<file path="src/rtl/rtc_shadow_pkg.sv">
`timescale 1ns/1ps
package rtc_shadow_pkg;

   localparam int NF      = 7;
   localparam int F_SEC   = 0;
   localparam int F_MIN   = 1;
   localparam int F_HOUR  = 2;
   localparam int F_WDAY  = 3;
   localparam int F_DATE  = 4;
   localparam int F_MONTH = 5;
   localparam int F_YEAR  = 6;

   // lowest legal value of each field, also the reset value
   localparam logic [NF-1:0][7:0] FIELD_FLOOR =
      {8'h00, 8'h01, 8'h01, 8'h01, 8'h00, 8'h00, 8'h00};

   function automatic logic [7:0] bcd_inc(input logic [7:0] v);
      if (v[3:0] >= 4'd9) return {v[7:4] + 4'd1, 4'd0};
      else                return {v[7:4], v[3:0] + 4'd1};
   endfunction

   // year given as two BCD digits; multiple of four test
   function automatic logic bcd_leap(input logic [7:0] y);
      if (y[4]) return (y[3:0] == 4'd2) || (y[3:0] == 4'd6);
      else      return (y[3:0] == 4'd0) || (y[3:0] == 4'd4) || (y[3:0] == 4'd8);
   endfunction

endpackage

</file>
<file path="src/rtl/rtc_time_count.sv">
`timescale 1ns/1ps
module rtc_time_count
   import rtc_shadow_pkg::*;
#(
   parameter int DW      = 8,
   parameter bit LEAP_EN = 1'b1
)(
   input  logic                  clk,
   input  logic                  rst_n,
   input  logic                  tick,
   input  logic [NF-1:0]         load_mask,
   input  logic [NF-1:0][DW-1:0] load_val,
   output logic [NF-1:0][DW-1:0] cnt_q,
   output logic [NF-1:0][DW-1:0] cnt_d
);

   logic [NF-1:0]         ci;
   logic [NF-1:0]         at_lim;
   logic [NF-1:0][DW-1:0] lim;
   logic [NF-1:0][DW-1:0] adv;
   logic [DW-1:0]         feb_len;
   logic [DW-1:0]         mlen;
   logic                  c_min, c_hr, c_day, c_mon, c_yr;

   generate
      if (LEAP_EN) begin : g_leap
         assign feb_len = bcd_leap(cnt_q[F_YEAR]) ? 8'h29 : 8'h28;
      end else begin : g_plain
         assign feb_len = 8'h28;
      end
   endgenerate

   always_comb begin
      case (cnt_q[F_MONTH])
         8'h02:                      mlen = feb_len;
         8'h04, 8'h06, 8'h09, 8'h11: mlen = 8'h30;
         default:                    mlen = 8'h31;
      endcase
   end

   assign lim = {8'h99, 8'h12, mlen, 8'h07, 8'h23, 8'h59, 8'h59};

   // carry chain: weekday and date share the hour carry
   assign c_min = tick  & at_lim[F_SEC];
   assign c_hr  = c_min & at_lim[F_MIN];
   assign c_day = c_hr  & at_lim[F_HOUR];
   assign c_mon = c_day & at_lim[F_DATE];
   assign c_yr  = c_mon & at_lim[F_MONTH];
   assign ci    = {c_yr, c_mon, c_day, c_day, c_hr, c_min, tick};

   generate
      for (genvar i = 0; i < NF; i++) begin : g_field
         assign at_lim[i] = cnt_q[i] >= lim[i];
         assign adv[i]    = !ci[i]    ? cnt_q[i] :
                            at_lim[i] ? FIELD_FLOOR[i] : bcd_inc(cnt_q[i]);
         assign cnt_d[i]  = load_mask[i] ? load_val[i] : adv[i];
      end
   endgenerate

   always_ff @(posedge clk) begin
      if (!rst_n) cnt_q <= FIELD_FLOOR;
      else        cnt_q <= cnt_d;
   end

endmodule

</file>
<file path="src/rtl/rtc_user_bank.sv">
`timescale 1ns/1ps
module rtc_user_bank
   import rtc_shadow_pkg::*;
#(
   parameter int          AW        = 4,
   parameter int          DW        = 8,
   parameter int unsigned CTRL_ADDR = 14,
   parameter int          INH_BIT   = 3,
   parameter bit          REG_RD    = 1'b0
)(
   input  logic                  clk,
   input  logic                  rst_n,
   input  logic                  tick,
   input  logic [AW-1:0]         addr,
   input  logic                  wr_en,
   input  logic [DW-1:0]         wr_data,
   input  logic [NF-1:0][DW-1:0] cnt_d,
   output logic [NF-1:0]         load_mask,
   output logic [NF-1:0][DW-1:0] load_val,
   output logic [NF-1:0][DW-1:0] usr_q,
   output logic [NF-1:0]         dirty_q,
   output logic                  inh_q,
   output logic [DW-1:0]         rd_data
);

   localparam logic [AW-1:0] CTRL_A = AW'(CTRL_ADDR);
   localparam logic [AW-1:0] NF_A   = AW'(NF);

   logic                  wr_fld, wr_ctl, release_h;
   logic [NF-1:0][DW-1:0] usr_d;
   logic [NF-1:0]         dirty_d;
   logic [DW-1:0]         rd_c;

   assign wr_fld    = wr_en && (addr < NF_A);
   assign wr_ctl    = wr_en && (addr == CTRL_A);
   assign release_h = wr_ctl && inh_q && !wr_data[INH_BIT];

   always_comb begin
      for (int i = 0; i < NF; i++) begin
         load_mask[i] = (wr_fld && !inh_q && addr == AW'(i)) ||
                        (release_h && dirty_q[i]);
         load_val[i]  = release_h ? usr_q[i] : wr_data;
         if (wr_fld && addr == AW'(i))
            usr_d[i] = wr_data;
         else if (tick && !inh_q)
            usr_d[i] = cnt_d[i];
         else
            usr_d[i] = usr_q[i];
         if (release_h)
            dirty_d[i] = 1'b0;
         else if (wr_fld && inh_q && addr == AW'(i))
            dirty_d[i] = 1'b1;
         else
            dirty_d[i] = dirty_q[i];
      end
   end

   always_ff @(posedge clk) begin
      if (!rst_n) begin
         usr_q   <= FIELD_FLOOR;
         dirty_q <= '0;
         inh_q   <= 1'b0;
      end else begin
         usr_q   <= usr_d;
         dirty_q <= dirty_d;
         if (wr_ctl) inh_q <= wr_data[INH_BIT];
      end
   end

   always_comb begin
      rd_c = '0;
      if (addr == CTRL_A) rd_c[INH_BIT] = inh_q;
      for (int i = 0; i < NF; i++)
         if (addr == AW'(i)) rd_c = usr_q[i];
   end

   generate
      if (REG_RD) begin : g_rd_reg
         always_ff @(posedge clk) begin
            if (!rst_n) rd_data <= '0;
            else        rd_data <= rd_c;
         end
      end else begin : g_rd_comb
         assign rd_data = rd_c;
      end
   endgenerate

endmodule

</file>
<file path="src/rtl/rtc_shadow_bank.sv">
`timescale 1ns/1ps
module rtc_shadow_bank
   import rtc_shadow_pkg::*;
#(
   parameter int          ADDR_W    = 4,
   parameter int          DATA_W    = 8,
   parameter int unsigned CTRL_ADDR = 14,
   parameter int          INH_BIT   = 3,
   parameter bit          LEAP_EN   = 1'b1,
   parameter bit          REG_RD    = 1'b0
)(
   input  logic              clk,
   input  logic              rst_n,
   input  logic              sec_tick,
   input  logic [ADDR_W-1:0] reg_addr,
   input  logic              reg_wr,
   input  logic [DATA_W-1:0] reg_wdata,
   output logic [DATA_W-1:0] reg_rdata
);

   generate
      if (DATA_W != 8) begin : g_bad_dw
         $error("rtc_shadow_bank: DATA_W must be 8 for two BCD digits");
      end
      if (INH_BIT < 0 || INH_BIT >= DATA_W) begin : g_bad_bit
         $error("rtc_shadow_bank: INH_BIT outside the data word");
      end
      if (CTRL_ADDR < NF || CTRL_ADDR >= (1 << ADDR_W)) begin : g_bad_ctl
         $error("rtc_shadow_bank: CTRL_ADDR overlaps fields or exceeds address space");
      end
   endgenerate

   logic [NF-1:0]             load_mask;
   logic [NF-1:0][DATA_W-1:0] load_val;
   logic [NF-1:0][DATA_W-1:0] cnt_q;
   logic [NF-1:0][DATA_W-1:0] cnt_d;
   logic [NF-1:0][DATA_W-1:0] usr_q;
   logic [NF-1:0]             dirty_q;
   logic                      inh_q;

   rtc_time_count #(
      .DW      (DATA_W),
      .LEAP_EN (LEAP_EN)
   ) u_count (
      .clk       (clk),
      .rst_n     (rst_n),
      .tick      (sec_tick),
      .load_mask (load_mask),
      .load_val  (load_val),
      .cnt_q     (cnt_q),
      .cnt_d     (cnt_d)
   );

   rtc_user_bank #(
      .AW        (ADDR_W),
      .DW        (DATA_W),
      .CTRL_ADDR (CTRL_ADDR),
      .INH_BIT   (INH_BIT),
      .REG_RD    (REG_RD)
   ) u_bank (
      .clk       (clk),
      .rst_n     (rst_n),
      .tick      (sec_tick),
      .addr      (reg_addr),
      .wr_en     (reg_wr),
      .wr_data   (reg_wdata),
      .cnt_d     (cnt_d),
      .load_mask (load_mask),
      .load_val  (load_val),
      .usr_q     (usr_q),
      .dirty_q   (dirty_q),
      .inh_q     (inh_q),
      .rd_data   (reg_rdata)
   );

endmodule

</file>
<file path="config.mk">
export PLATFORM = sky130hd
export DESIGN_NAME = rtc_shadow_bank
export DESIGN_NICKNAME = d
export VERILOG_FILES = /design/src/rtl/rtc_shadow_pkg.sv /design/src/rtl/rtc_time_count.sv /design/src/rtl/rtc_user_bank.sv /design/src/rtl/rtc_shadow_bank.sv
export SDC_FILE = /design/constraint.sdc
export NUM_CORES = 1
export LEC_CHECK = 0
export BUFFER_PORTS_ARGS = -buffer_cell sky130_fd_sc_hd__buf_2
export CORE_MARGIN = 2
export CORE_UTILIZATION = 52
export DETAILED_ROUTE_END_ITERATION = 10
export GPL_ROUTABILITY_DRIVEN = 0
export MAX_ROUTING_LAYER = met4
export PLACE_DENSITY = 0.69
export SYNTH_ARGS = -nofsm -noshare
export SYNTH_HDL_FRONTEND = slang
export SYNTH_SLANG_ARGS = --single-unit
</file>
<file path="constraint.sdc">
create_clock -name clk -period 4.35 [get_ports clk]
set_input_delay 0.87 -clock clk [delete_from_list [all_inputs] [get_ports clk]]
set_output_delay 0.87 -clock clk [all_outputs]
set_load 0.01 [all_outputs]
</file>
# [Word level (Yosys, flattened, before mapping)]
# Cells that the tools add are included.
[classes] n_addsub=14 eq_ne=16 order_cmp=15 muxes=60 reduce_logical=58 bitwise_logic=6
[op_table] cell="8-bit 2-to-1 mux" n=56
[op_table] cell="4-bit by 1-bit adder with 4-bit output (second input constant)" n=14
[op_table] cell="1-bit logical AND" n=35
[op_table] cell="4-bit >= comparator (second input constant)" n=7
[op_table] cell="4-bit by 3-bit equality test with 1-bit output (second input constant)" n=5
[op_table] cell="8-bit by 3-bit equality test with 1-bit output (second input constant)" n=2
[op_table] cell="8-bit by 7-bit >= comparator with 1-bit output (second input constant)" n=2
[op_table] cell="8-bit case mux with 2 select lines" n=1
[op_table] cell="2-bit nonzero test" n=7
[op_table] cell="4-bit by 2-bit equality test with 1-bit output (second input constant)" n=3
[op_table] cell="1-bit logical OR" n=10
[op_table] cell="4-bit equality test (second input constant)" n=2
[op_table] cell="8-bit by 2-bit equality test with 1-bit output (second input constant)" n=1
[op_table] cell="8-bit by 4-bit equality test with 1-bit output (second input constant)" n=1
[op_table] cell="8-bit by 5-bit equality test with 1-bit output (second input constant)" n=1
[op_table] cell="8-bit by 3-bit >= comparator with 1-bit output (second input constant)" n=1
[op_table] cell="8-bit by 5-bit >= comparator with 1-bit output (second input constant)" n=1
[op_table] cell="8-bit by 6-bit >= comparator with 1-bit output (second input constant)" n=1
[op_table] cell="8-bit >= comparator" n=1
[op_table] cell="8-bit >= comparator (second input constant)" n=1
[op_table] cell="4-bit zero test" n=2
[op_table] cell="1-bit bitwise AND" n=5
[op_table] cell="4-bit by 1-bit equality test with 1-bit output (second input constant)" n=1
[op_table] cell="4-bit by 3-bit less-than comparator with 1-bit output (second input constant)" n=1
[op_table] cell="other kinds (5)" n=8
[totals] reg_bits=120 output_inout_bits=8

# [Logic depth before layout (Yosys ltp)]
# Gate-level depths: netlist of the first run.
[depth] word_depth=13 depth_mapped=15 ltp_nobuf=14

# [By module]
# A second synthesis of the first run with hierarchy kept.
[hier_totals] cells_unflattened=1049 area_unflattened_um2=8209.1
[by_module_without_submodules] mod="rtc_time_count" area_per_inst_um2=4169.0 n_inst=1 cells_each=526 seq_area_each_um2=1121.1
[by_module_without_submodules] mod="rtc_user_bank" area_per_inst_um2=4040.1 n_inst=1 cells_each=523 seq_area_each_um2=1281.2

# [Worst setup path before layout of the first run]
# No wires, ideal clock.
[synth_timing] path_type="register -> register" startpoint="reg u_count.cnt_q[44] (netlist name)" endpoint="reg u_bank.usr_q[55] (netlist name)" period_less_slack_ns=3.156 setup_ns=0.122 arrival_ns=3.035 stages_incl_launch_ff=14 path_slack_ns=1.194 path_cell_list="dfxtp_1 -> inv_1 -> ha_1 -> nor2b_1 -> nand4b_1 -> mux2_2 -> ha_1 -> nor4b_2 -> o211ai_2 -> o31ai_4 -> nor3_1 -> and4_1 -> o21a_1 -> o311a_1"
[synth_via] elab_chain_len=10 word_cells_on_any_way=15
[synth_lines] item="from (decl)" line="rtc_time_count.sv:13" source="output logic [NF-1:0][DW-1:0] cnt_q,"
[synth_lines] item="from (signal assigned)" line="rtc_time_count.sv:62" source="else cnt_q <= cnt_d;"
[synth_lines] item="8-bit by 3-bit equality test with 1-bit output, or another cell as far along" line="rtc_time_count.sv:34" source="case (cnt_q[F_MONTH])"
[synth_lines] item="4-bit OR reduction" line="rtc_time_count.sv:34"
[synth_lines] item="8-bit case mux with 2 select lines" line="rtc_time_count.sv:34"
[synth_lines] item="8-bit >= comparator" line="rtc_time_count.sv:53" source="assign at_lim[i] = cnt_q[i] >= lim[i];"
[synth_lines] item="1-bit bitwise AND" line="rtc_time_count.sv:47" source="assign c_mon = c_day & at_lim[F_DATE];"
[synth_lines] item="1-bit bitwise AND (*)" line="rtc_time_count.sv:48" source="assign c_yr = c_mon & at_lim[F_MONTH];"
[synth_lines] item="8-bit 2-to-1 mux (*)" line="rtc_time_count.sv:54" source="assign adv[i] = !ci[i] ? cnt_q[i] :"
[synth_lines] item="8-bit 2-to-1 mux (*)" line="rtc_time_count.sv:56" source="assign cnt_d[i] = load_mask[i] ? load_val[i] : adv[i];"
[synth_lines] item="8-bit 2-to-1 mux (*)" line="rtc_user_bank.sv:45" source="else if (tick && !inh_q)"
[synth_lines] item="8-bit 2-to-1 mux (*)" line="rtc_user_bank.sv:43" source="if (wr_fld && addr == AW'(i))"
[synth_lines] item="to (signal assigned)" line="rtc_user_bank.sv:64" source="usr_q <= usr_d;"
[synth_lines] item="to (decl)" line="rtc_user_bank.sv:20" source="output logic [NF-1:0][DW-1:0] usr_q,"
# Every way passes the cells marked *; elsewhere a longest branch is shown, timed or not. The select of a mux whose other input is x is not followed.
# A chain may end at the register's enable or synchronous reset.

# [Final worst setup path of the first run]
[layout_timing] startpoint="reg u_count.cnt_q[40] (netlist name)" endpoint="reg u_bank.usr_q[32] (netlist name)"
[layout_via] elab_chain_len=9 word_cells_on_any_way=13
[layout_lines] item="8-bit by 3-bit equality test with 1-bit output, or another cell as far along" line="rtc_time_count.sv:34"
[layout_lines] item="4-bit OR reduction" line="rtc_time_count.sv:34"
[layout_lines] item="8-bit case mux with 2 select lines (*)" line="rtc_time_count.sv:34"
[layout_lines] item="8-bit >= comparator (*)" line="rtc_time_count.sv:53"
[layout_lines] item="8-bit 2-to-1 mux (*)" line="rtc_time_count.sv:55" source="at_lim[i] ? FIELD_FLOOR[i] : bcd_inc(cnt_q[i]);"
[layout_lines] item="8-bit 2-to-1 mux (*)" line="rtc_time_count.sv:54"
[layout_lines] item="8-bit 2-to-1 mux (*)" line="rtc_time_count.sv:56"
[layout_lines] item="8-bit 2-to-1 mux (*)" line="rtc_user_bank.sv:45"
[layout_lines] item="8-bit 2-to-1 mux (*)" line="rtc_user_bank.sv:43"
# Marked as above.

==> results.py, run 1 <==
metrics = {
    "grt": {
        "antenna_found_initial": 0,
        "overflow": 0,
        "first_global_vias": 6875,
        "grt_usage_pct": 31.4,
        "grt_pass1_wl_um": 38300,
        "grt_max_degree": 68,
    },
    "die": {
        "die_y_um": 126,
        "coreArea_mm2": 0.0146,
        "row_count": 44,
        "die-area_mm2": 0.0160,
        "die_w_um": 126,
        "ioPinCount": 24,
        "initial_utilization_pct": 53.4,
    },
    "setup_path": {
        "crit_buf_inv": 1,
        "cp-start-kind": "flip-flop",
        "slowest_stage": "nor3_1",
        "worstPathArrival_ns": 4.01,
        "worstPathCellList": "inv_1 > ha_1 > o211ai_1 > a21oi_1 > o21ai_0 > mux2_2 > ha_1 > nor4b_2 > o211ai_2 > nor3_1 > o21ai_0 > o31a_1 > nor2_1 > a311oi_1",
        "path_class": "reg -> reg",
        "cp.depth": 14,
        "crit_family": "compound AO/OA/AOI/OAI gates",
        "endpoint_kind": "flip-flop",
        "max_stage_delay_ns": 0.51,
        "critPathMaxFanout": 7,
        "reg2reg_depth": 14,
        "worst-endpoint-required_ns": 4.63,
    },
    "clocking": {
        "clk_pin_slew_ns": 0.06,
        "cts_sinks": 120,
        "cts_resized": 0,
        "cts_buffers": 17,
        "postCtsSetupBuffers": 0,
        "cts-root-buf": "clkbuf_16",
        "cts.path.max_buffers": 2,
        "ctsHtreeMaxLevel": 4,
        "cts_tree": "done",
        "worstSkewPairLatency_ns": 0.43,
        "hold_buffers": 0,
    },
    "hold_path": {
        "hold_path_depth": 2,
        "hold_class": "reg -> reg",
    },
    "detailed_routing": {
        "post-route-drc-count": 0,
        "dr_total_vias": 7619,
        "postRouteAntennaNets": 0,
        "drt_iter0_drc": 1067,
        "via_per_inst": 6.67,
        "routed_wirelength_um": 24600,
        "post_drt_wl_per_cell_um": 21.6,
        "first_pass_iters": 6,
    },
    "place": {
        "portBuffers": 23,
        "hpwl_um": 17400,
        "dp_slack_ns": 0.663,
    },
    "flow_run": {
        "max_cap_viol_count": 0,
    },
    "synth": {
        "synth-seq-cells": 120,
        "synth-main-ff-cell": "dfxtp_1",
        "ys_seq_area_share_pct": 30.8,
        "async_reset_ff_share_pct": 0,
        "synth_nets": 1030,
        "yosysWarnings": 0,
        "synth_cell_types": 92,
        "synth_edf_count": 0,
        "synth.avg_cell_area_um2": 8.03,
        "synth_area_mm2": 0.00779,
        "syn_inst": 971,
    },
    "power_and_ir_drop": {
        "pwr-share-seq_pct": 41.4,
        "peakVddDrop_mv": 0.294,
        "power_frac_comb_pct": 8.9,
        "p_leak_nw": 3.21,
        "switching_power_mw": 0.692,
        "pwr-share-clk_pct": 49.7,
        "swShare_pct": 24.8,
        "p_int_mw": 2.09,
        "p_per_area_mw_per_mm2": 331,
    },
    "timing": {
        "fmax_mhz": 268,
        "setup_viol": 0,
        "tns_ns": 0,
        "rsz0062_at_grt": "no",
        "finalCritPeriodShare_pct": 85.8,
        "layout_setup_ws_ns": 0.619,
        "finalMaxSlewViolations": 0,
        "max_slew_margin_pct": 26.2,
        "whs_ns": 0.496,
        "finalHoldViolations": 0,
        "fin_skew_ns": 0.00979,
        "tightest_slew_ns": 1.10,
        "period_needed_ns": 3.73,
    },
    "cells_and_area": {
        "syn_to_final_growth_pct": 7.96,
        "nets": 1008,
        "antennaDiodeCount": 0,
        "drive_above_1_share_pct": 10.4,
    },
    "status": {
        "status": "finished clean",
    },
}
[cells in the final DEF, fill, tap and decap left out, types with 8 or more instances in the layout]
cell and instances:
inv_1 35, o211ai_1 10, a22o_1 10, clkbuf_16 17, dfxtp_1 120, nand2_1 82, mux2i_1 10, nor3b_1 10
o21ai_1 9, buf_2 23, nor2b_1 10, a211oi_1 30, o22a_1 11, and3_1 9, a31oi_1 15, a22oi_1 12
nand4_1 12, o22ai_1 11, a21oi_1 88, o221ai_1 9, a41oi_1 9, nor2_1 87, nand3_1 33, o21ai_0 53
mux2_2 8, nor3_1 22, buf_4 10, and2_1 19, ha_1 43
[state kept, by name (all words and copies together), names as in the netlist]
register and cells:
u_bank.usr_q 56, u_bank.inh_q 1, u_bank.dirty_q 7, u_count.cnt_q 56
[synthesized netlist by cell type (4+ instances only)]
cell type    n  area share, %
dfxtp_1    120             31
a21oi_1     88            5.7
nor2_1      88            4.2
nand2_1     82            3.9
o21ai_0     53            3.4
clkbuf_1    43            2.1
ha_1        43            6.9
inv_1       35            1.7
nand3_1     33            2.1
a211oi_1    30            2.9
nor3_1      22            1.4
and2_1      19            1.5
buf_2       17            1.1
a31oi_1     15            1.2
a22oi_1     12            1.2
nand4_1     12           0.96
o22a_1      11            1.2
o22ai_1     11           0.88
a22o_1      10            1.1
mux2i_1     10            1.3
nor2b_1     10           0.80
nor3b_1     10           0.96
o211ai_1    10           0.96
a41oi_1      9            1.0
and3_1       9           0.72
o21ai_1      9           0.58
o221ai_1     9            1.0
mux2_2       8            1.2
a211o_1      7           0.79
a311oi_1     7           0.79
buf_6        7            1.0
a21o_1       6           0.58
buf_4        6           0.58
nand2b_1     6           0.48
o31ai_1      6           0.58
xnor2_1      6           0.67
a222oi_1     5           0.64
o21a_1       5           0.48
a22oi_2      4           0.64
o311a_1      4           0.51
o31a_1       4           0.45
[area by class of cell]
| class | instances | area, um2 |
|---|---|---|
| clock buffers | 26 | 499 |
| well taps | 184 | 230 |
| flip-flops and latches | 120 | 2400 |
| inverters | 36 | 135 |
| multi-input cells | 741 | 4890 |
| repair buffers | 33 | 190 |
| fillers | 1366 | 6170 |
| clock inverters | 3 | 65.1 |
[worst register-to-register path, stage by stage, from the launching register on]
cell	delay (ns)
dfxtp_1	0.45
inv_1	0.12
ha_1	0.25
o211ai_1	0.17
a21oi_1	0.08
o21ai_0	0.20
mux2_2	0.19
ha_1	0.23
nor4b_2	0.29
o211ai_2	0.16
nor3_1	0.51
o21ai_0	0.38
o31a_1	0.40
nor2_1	0.10
a311oi_1	0.05
[through the flow]
stage | area (um2) | power, mW | util (%) | std cells
floorplan | 7790 | 1.33 | - | 971
global placement | 7850 | 1.41 | 53.8 | 1114
detailed placement | 7850 | 1.41 | 53.8 | 1114
CTS | 8410 | 2.78 | 57.7 | 1143
global route | 8410 | 2.85 | 57.7 | 1143
finish | 8410 | 2.79 | 57.7 | 1143
[worst paths after layout]
check	end	from	slack, ns
worst min-delay path	u_bank.dirty_q[6]	u_bank.dirty_q[6]	0.50
worst min register to register	u_bank.dirty_q[6]	u_bank.dirty_q[6]	0.50
worst max register to register	u_bank.usr_q[32]	u_count.cnt_q[40]	0.62
worst max-delay path	u_bank.usr_q[32]	u_count.cnt_q[40]	0.62
[power groups by stage]
stage	Sequential, mW	Combinational, mW	Clock (mW)
final	1.15	0.249	1.39
after global routing	1.15	0.268	1.43
after CTS	1.15	0.242	1.39
after detailed placement	1.17	0.241	0
after global placement	1.17	0.240	0
after floorplan	1.16	0.169	0
[routing by layer]
metal / track usage (%) / share of wire [%] / up-vias
met5: - / 0 / -
li1: - / - / 3565
met4: 9.83 / 2.5 / 0
met2: 47.6 / 45 / 393
met1: 42.3 / 42 / 3611
met3: 6.33 / 9.9 / 50
[cell families (layout without fill, tap and decap cells)]
logic type,Yosys count,after routing,synth area share [%]
AOI/OAI and AO/OA,349,349,31.5
xor gates and xnor gates,7,7,0.787
adders and majority gates,43,43,6.90
buffers and inverters,110,98,6.53
DFF,120,120,30.8
muxes,18,18,2.44
and+or+nand+nor,324,324,21.0
(Power assumes the default switching activity.)
==> inputs of run 2 (changes only) <==
- CELL_PAD_IN_SITES_DETAIL_PLACEMENT: default -> 2
- CELL_PAD_IN_SITES_GLOBAL_PLACEMENT: default -> 2
- CORE_UTILIZATION: 52 -> 38
- PLACE_DENSITY: 0.69 -> default
- PLACE_DENSITY_LB_ADDON: default -> 0.1
==> run 2 against run 1 <==
Worst hold slack better by 0.020 ns. Register-to-register slack worse by 0.15 ns. Wire length up 32%. Die area up 36%. Global-route usage up 0.13 points. Final cell count up 8.4%. Power up 1.6%. Critical path depth unchanged. Sequential power about the same. Clock power about the same. Worst setup slack worse by 0.15 ns. Clock-buffer cell count down 3. Critical endpoint is now u_bank.usr_q[53]. Largest power group unchanged. Highest routed layer unchanged.
==> results.py, run 2 (synthesized netlist as in run 1, its figures left out) <==
metrics = {
    "status": {
        "status": "finished clean",
    },
    "setup_path": {
        "slowest_stage": "o31ai_4",
        "crit_top_cell": "ha_1",
        "worst-endpoint-required_ns": 4.64,
        "path_class": "reg -> reg",
        "cp-start-kind": "flip-flop",
        "worstPathCellList": "inv_1 > ha_1 > o211ai_1 > a21oi_1 > o21ai_0 > mux2_2 > ha_1 > nor4b_2 > o211ai_2 > o31ai_4 > nor3_1 > mux2i_1 > a211oi_1 > o22ai_1",
        "endpoint_kind": "flip-flop",
        "critPathMaxFanout": 10,
        "worstPathArrival_ns": 4.17,
        "crit_buf_inv": 1,
        "max_stage_delay_ns": 0.48,
        "crit_family": "compound AO/OA/AOI/OAI gates",
    },
    "power_and_ir_drop": {
        "peakVddDrop_mv": 0.280,
        "p_per_area_mw_per_mm2": 330,
        "total_power_mw": 2.83,
        "p_leak_nw": 3.25,
    },
    "timing": {
        "max_slew_margin_pct": 16.6,
        "rsz0062_at_grt": "no",
        "fmax_mhz": 258,
        "tns_ns": 0,
        "finalCritPeriodShare_pct": 89.2,
        "finalHoldViolations": 0,
        "whs_ns": 0.516,
        "layout_setup_ws_ns": 0.469,
        "fin_skew_ns": 0.0145,
        "finalMaxSlewViolations": 0,
        "tightest_slew_ns": 1.25,
        "period_needed_ns": 3.88,
        "setup_viol": 0,
    },
    "flow_run": {
        "max_cap_viol_count": 0,
    },
    "clocking": {
        "ctsHtreeMaxLevel": 4,
        "postCtsSetupBuffers": 0,
        "hold_buffers": 0,
        "cts-root-buf": "clkbuf_16",
        "cts_tree": "done",
        "cts_resized": 0,
        "cts_buffers": 17,
        "cts.path.max_buffers": 2,
        "clk_pin_slew_ns": 0.06,
        "cts_sinks": 120,
        "worstSkewPairLatency_ns": 0.43,
    },
    "die": {
        "die_y_um": 147,
        "die-area_mm2": 0.0217,
        "row_count": 52,
        "initial_utilization_pct": 38.6,
        "ioPinCount": 24,
        "coreArea_mm2": 0.0202,
        "die_w_um": 147,
    },
    "grt": {
        "antenna_found_initial": 0,
        "grt_pass1_wl_um": 50900,
        "grt_usage_pct": 31.5,
        "overflow": 0,
        "grt_max_degree": 50,
        "first_global_vias": 8408,
    },
    "detailed_routing": {
        "post_drt_wl_per_cell_um": 26.3,
        "post-route-drc-count": 0,
        "postRouteAntennaNets": 0,
        "first_pass_iters": 5,
        "via_per_inst": 6.33,
        "drt_iter0_drc": 734,
        "dr_total_vias": 7840,
        "routed_wirelength_um": 32600,
    },
    "place": {
        "portBuffers": 23,
        "placed_area_mm2": 0.00802,
        "hpwl_um": 23600,
        "dp_slack_ns": 0.489,
        "place_inst": 1206,
    },
    "cells_and_area": {
        "fill_cells": 2292,
        "final_cell_area_mm2": 0.00858,
        "fin_util_pct": 42.6,
        "layout.cells.non_filler": 1239,
        "multiInputGateArea_mm2": 0.00489,
        "final_cell_mix": "dfxtp_1, a21oi_1, nor2_1, nand2_1, o21ai_0",
        "syn_to_final_growth_pct": 10.1,
        "largest_registers": "u_bank.usr_q: 56 flops, u_count.cnt_q: 56 flops, u_bank.dirty_q: 7 flops",
        "seqCellArea_mm2": 0.00240,
        "mostFrequentLayoutCell": "dfxtp_1",
        "nets": 1014,
        "drive_above_1_share_pct": 11.4,
    },
    "hold_path": {
        "hold_class": "reg -> reg",
    },
}
[run 2: tightest hold or removal path: cells and delay by family (launching register included)]
kind / cells / cell delay [ns]
AO/OA/AOI/OAI: 1 / 0.06
flip-flops: 1 / 0.35
AND/OR/NAND/NOR: 1 / 0.07
[run 2: per-layer routing]
| layer | wire length, um | GRT usage [%] |
|---|---|---|
| met1 | 14800 | 39.8 |
| met2 | 15500 | 51.1 |
| met3 | 1370 | 5.81 |
| met4 | 947 | 10.4 |
| met5 | 0 | - |
[run 2: final cells by class]
cell class,instances,area share (%)
Antenna cell,1,0.0292
Clock buffer,23,5.45
Clock inverter,9,1.15
Inverter,36,1.57
Multi-Input combinational cell,741,57.0
Sequential cell,120,28.0
Tap cell,270,3.94
Timing Repair Buffer,39,2.89
[run 2: worst paths after layout]
path / startpoint / to / slack [ns] / cells after the start
worst max-delay path: u_count.cnt_q[40] / u_bank.usr_q[53] / 0.47 / 14
worst min-delay path: u_bank.dirty_q[1] / u_bank.dirty_q[1] / 0.52 / 2
worst max register to register: u_count.cnt_q[40] / u_bank.usr_q[53] / 0.47 / 14
worst min register to register: u_bank.dirty_q[1] / u_bank.dirty_q[1] / 0.52 / 2
[run 2: power by group]
group	total [mW]	internal, mW	switching [mW]
Sequential	1.16	1.12	0.0324
Clock	1.40	0.868	0.535
Combinational	0.272	0.0807	0.191
